**src/rtl/fuse_rd_ctrl.sv**
```systemverilog
module fuse_rd_ctrl #(
  parameter int unsigned BUS_AW     = 8,
  parameter int unsigned N_FUSES    = 32,
  parameter int unsigned ACCESS_CYC = 3,
  parameter int unsigned FUSE_MUL   = 29,
  parameter int unsigned FUSE_OFS   = 8'h53
) (
  input  logic              clk,
  input  logic              rst_n,
  input  logic              wr_en,
  input  logic              rd_en,
  input  logic [BUS_AW-1:0] addr,
  input  logic [31:0]       wdata,
  output logic [31:0]       rdata
);
  localparam int unsigned CW = $clog2(ACCESS_CYC + 1);
  localparam logic [CW-1:0] CNT_LOAD = CW'(ACCESS_CYC);
  localparam logic [CW-1:0] CNT_LAST = CW'(1);
  localparam logic [31:0]   CTRL_RST = 32'h0000_0009;

  function automatic logic [7:0] fuse_byte(input logic [9:0] k);
    int unsigned v;
    v = 32'(k) * FUSE_MUL + FUSE_OFS;
    return (32'(k) < N_FUSES) ? v[7:0] : 8'h00;
  endfunction

  logic [31:0]   ctrl_q;
  logic [7:0]    dout_q;
  logic [9:0]    fa_q;
  logic [CW-1:0] cnt_q;

  wire sel_ctrl = (addr == BUS_AW'(8'h00));
  wire sel_dout = (addr == BUS_AW'(8'h04));
  wire ctrl_wr  = wr_en && sel_ctrl;
  wire rd_mode  = !wdata[0] && wdata[2] && wdata[3];
  wire start    = ctrl_wr && rd_mode && wdata[1] && !ctrl_q[1];
  wire land     = (cnt_q == CNT_LAST);

  always_ff @(posedge clk or negedge rst_n) begin
    if (!rst_n) begin
      ctrl_q <= CTRL_RST;
      dout_q <= 8'h00;
      fa_q   <= '0;
      cnt_q  <= '0;
    end else begin
      if (ctrl_wr) ctrl_q <= wdata;
      if (land) dout_q <= fuse_byte(fa_q);
      if (start) begin
        fa_q  <= wdata[15:6];
        cnt_q <= CNT_LOAD;
      end else if (cnt_q != '0) begin
        cnt_q <= cnt_q - CNT_LAST;
      end
    end
  end

  assign rdata = !rd_en   ? 32'h0 :
                 sel_ctrl ? ctrl_q :
                 sel_dout ? {24'h0, dout_q} : 32'h0;

  a_r2_ctrl_readback: assert property (@(posedge clk) disable iff (!rst_n)
    ctrl_wr |=> ctrl_q == $past(wdata));
  a_r4_dout_only_on_land: assert property (@(posedge clk) disable iff (!rst_n)
    !$stable(dout_q) |-> $past(cnt_q) == CNT_LAST);
  a_r6_oor_zero: assert property (@(posedge clk) disable iff (!rst_n)
    (land && 32'(fa_q) >= N_FUSES) |=> dout_q == 8'h00);
  a_r8_restart: assert property (@(posedge clk) disable iff (!rst_n)
    start |=> (cnt_q == CNT_LOAD && fa_q == $past(wdata[15:6])));
  a_r3_no_start_when_high: assert property (@(posedge clk) disable iff (!rst_n)
    (ctrl_wr && ctrl_q[1] && cnt_q == '0) |=> cnt_q == '0);
  a_r9_upper_zero: assert property (@(posedge clk) disable iff (!rst_n)
    (rd_en && sel_dout) |-> rdata[31:8] == 24'h0);
endmodule

```
**config.mk**
```make
export PLATFORM = sky130hd
export DESIGN_NAME = fuse_rd_ctrl
export DESIGN_NICKNAME = d
export VERILOG_FILES = /design/src/rtl/fuse_rd_ctrl.sv
export SDC_FILE = /design/constraint.sdc
export NUM_CORES = 1
export LEC_CHECK = 0
export BUFFER_PORTS_ARGS = -buffer_cell sky130_fd_sc_hd__buf_2
export CORE_MARGIN = 2
export CORE_UTILIZATION = 48
export CTS_CLUSTER_DIAMETER = 80
export DETAILED_ROUTE_END_ITERATION = 10
export GPL_TIMING_DRIVEN = 0
export PLACE_DENSITY = 0.83
export SLEW_MARGIN = 5
export SYNTH_ARGS = -nofsm -noshare
export SYNTH_HDL_FRONTEND = slang
export SYNTH_SLANG_ARGS = --single-unit
```
**constraint.sdc**
```tcl
create_clock -name clk -period 2.89 [get_ports clk]
set_input_delay 0 -clock clk [delete_from_list [all_inputs] [get_ports clk]]
set_output_delay 0 -clock clk [all_outputs]
set_load 0.01 [all_outputs]
```
==> metrics.yaml <==
logic_synthesis:
  yosysTopAreaCell: "dfrtp_1"
  yosys_register_bits: 52
  yosysTopAreaCellShare_pct: 43.2
  synth.cell_area_mm2: 0.00289
  synthCells: 234
  syn_nets: 306
  ys_types: 36
  ys_warn_count: 0
  synthTopCellsByArea: "dfrtp_1, mux2_2, ha_1"
  syn_area_per_cell_um2: 12.4
  ys_seq_area_share_pct: 45.0
finish:
  diodes: 0
  nFillCells: 454
  drive_gt1_share_pct: 43.3
  fin_nets: 427
  stdcell_count: 431
  fin_util_pct: 66.4
  syn2layout_area_growth_pct: 35.1
sta:
  tns_ns: -0.226
  worst_slack_ns: -0.151
  finalMaxSlewViolations: 0
  worst_pin_slew_ns: 0.471
  skew_ns: 0.0109
  whs_ns: 0.146
  post-route-period-util_pct: 105
  hold_viol: 0
  fmax_mhz: 329
  slew_headroom_pct: 68.6
  rsz0062_at_grt: "true"
  finalCriticalPeriod_ns: 3.04
  setup-violations-final: 2
critical_path:
  path_common_cell: "fa_1"
  worstSetupStartpointType: "flip-flop"
  crit_fanout: 2
  worst_setup_path_end_kind: "flip-flop"
  path_class: "reg -> reg"
  arrival_ns: 3.21
  cpLargestDelayFamily: "adder cells"
  slowest_delay_ns: 0.55
  worstPathRequired_ns: 3.06
  critical_path_buf_inv_count: 2
  crit_chain: "inv_2 -> fa_1 -> inv_2 -> fa_1 -> fa_1 -> ha_4 -> o21ai_2 -> o21bai_1 -> a21oi_1 -> xnor2_1 -> o22ai_1"
  cpMaxStageDelayCell: "fa_1"
placement:
  place_congestion: 0.798
  hpwl_mm: 4.26
  io_buffers: 74
  placed_cells_incl_taps: 383
detailed_routing:
  wire_per_inst_um: 14.5
  antenna_left: 0
  drcViolationCount: 0
  vias_per_cell: 4.93
  drt_wl_total_mm: 6.23
  initialDrtViolationCount: 29
  firstDrtPassIters: 4
  dr_total_vias: 2125
clock_network:
  cts_inserted_buffers: 5
  cts_buffer_depth: 2
  clk_pin_slew_worst_paths_ns: 0.09
  cts_tree: "built"
  htreeDepth: 2
  cts_sinks: 52
  cts-root-buf: "clkbuf_8"
  clock_latency_ns: 0.31
die:
  die_h_um: 81.7
  die_area_mm2: 0.00667
  die-width_um: 81.7
  start_util_pct: 49.2
  rows: 28
  core_mm2: 0.00589
  io_pins: 76
power:
  switchingPower_uw: 453
  p_comb_share_pct: 20.4
  p_leak_uw: 0.00208
  swShare_pct: 26.4
  power_density_mw_per_mm2: 439
  total_power_uw: 1720
  p_int_uw: 1260
  pwr-share-clk_pct: 30.4
  pwr-share-seq_pct: 49.2
  ir_drop_uv: 265
job:
  drv_cap: 0
grt:
  grt_pass1_wl_mm: 10.0
  antenna_found_initial: 0
  grt_usage_pct: 19.8
  grt_pass1_vias: 2220
  grt_start_max_net_pins: 53
  grt_overflow: 0
status:
  violations: "setup timing"
  status: "finished, violations left"
worst_hold_path:
  hp-class: "in -> async"
-- kinds of logic after synthesis --
logic type / synth area share, %
AOI/OAI and AO/OA: 4.67
xor gates and xnor gates: 3.50
adders and majority gates: 13.4
buffers and inverters: 4.28
DFF: 45.0
muxes: 18.2
and+or+nand+nor: 10.9
-- final cells by class --
type                    instances  area (um2)  area share (%)
plain buffers                   8        56.3            1.44
clock buffers                   6        82.6            2.11
clock inverters                 2        38.8           0.992
inverters                      18        67.6            1.73
multi-input cells             156        1500            38.3
flip-flops and latches         52        1310            33.4
well taps                      75        93.8            2.40
repair buffers                114         766            19.6
-- flip-flops by register name (all words and copies together) (netlist names) --
register and cells:
ctrl_q 32, fa_q 10, dout_q 8, cnt_q 2
-- layout by cell type, fill, tap and decap left out, types with 2 or more instances in the layout --
master and instances:
dlygate4sd3_1 33, fa_1 5, dfrtp_1 49, ha_1 22, o22ai_1 7, o21ai_0 6, mux2_4 2, buf_6 2
dfstp_2 2, buf_2 75, nand2_1 4, xnor2_1 6, inv_1 14, and2_1 24, clkbuf_2 2, buf_4 8
xor2_1 3, mux2i_1 8, nor2_1 11, a21o_1 2, mux2_2 37, clkbuf_8 6, inv_2 4
-- metrics by stage --
stage / worst slack, ns / cell area, um2
floorplan: -0.0165 / 2890
global placement: -0.213 / 3360
detailed placement: -0.361 / 3360
CTS: -0.210 / 3870
global route: -0.305 / 3910
finish: -0.151 / 3910
-- per-layer routing --
layer | share of wire, % | global-route usage, % | wire length [um]
met3 | 3.9 | 3.41 | 243
met5 | 0 | 0 | 0
met4 | 0.93 | 4.50 | 58
met1 | 44 | 24.1 | 2740
met2 | 51 | 36.5 | 3190
-- cells in the mapped netlist --
cell and n:
mux2i_1 8, and2_1 24, clkbuf_2 2, nor2_1 11, nor3_2 1, buf_6 2
inv_1 18, clkbuf_1 1, or2_2 1, nor4_4 1, nand4_1 1, nor4_1 1
xnor2_1 6, o32ai_1 1, mux2_2 37, mux2_4 2, buf_4 2, nand4b_4 1
a211oi_1 2, o21ai_0 7, nand2_1 4, nor2_4 1, o22ai_1 7, dfrtp_1 50
dfstp_2 2, ha_1 23, fa_1 5, xor2_1 3, o21bai_1 1, nand3_2 1
a21oi_1 2, nor2_2 1, xnor3_1 1, buf_2 1, a21o_1 2, nand3b_1 1
-- repair_timing --
action | 4_1_cts | 5_1_grt
setup endpoints to repair | 3 | 3
endpoints found under the hold margin | 92 | 0
pin swaps | 8 | 7
resized for setup | 6 | 2
setup buffers | 5 | 1
hold buffers | 33 | 0
-- worst register-to-register path, cell delays in order (launching register included) --
cell and delay, ns:
dfrtp_1 0.37, inv_2 0.05, fa_1 0.55, inv_2 0.04, fa_1 0.48, fa_1 0.54, ha_4 0.31, o21ai_2 0.06
o21bai_1 0.16, a21oi_1 0.10, xnor2_1 0.16, o22ai_1 0.09
-- power by group through the flow --
| stage | clock (uW) | sequential (uW) | combinational, uW |
|---|---|---|---|
| CTS | 540 | 844 | 339 |
| floorplan | 0 | 845 | 202 |
| finish | 523 | 844 | 350 |
| global placement | 0 | 853 | 279 |
| global route | 564 | 854 | 391 |
| detailed placement | 0 | 859 | 296 |
-- path summary, 6_finish.rpt --
check | from | end | slack, ns | cells after the start
max in group asynchronous | rst_n | ctrl_q[3]$_DFFE_PN1P_ | 2.17 | 3
setup / recovery | fa_q[3]$_DFFE_PN0P_ | dout_q[7]$_DFFE_PN0P_ | -0.15 | 11
setup reg to reg | fa_q[3]$_DFFE_PN0P_ | dout_q[7]$_DFFE_PN0P_ | -0.15 | 11
hold / removal | rst_n | dout_q[7]$_DFFE_PN0P_ | 0.15 | 2
min in group clk | wr_en | ctrl_q[1]$_DFFE_PN0P_ | 0.16 | 3
hold reg to reg | ctrl_q[31]$_DFFE_PN0P_ | ctrl_q[31]$_DFFE_PN0P_ | 0.50 | 1
No activity file was read; power rests on OpenSTA's default activity.
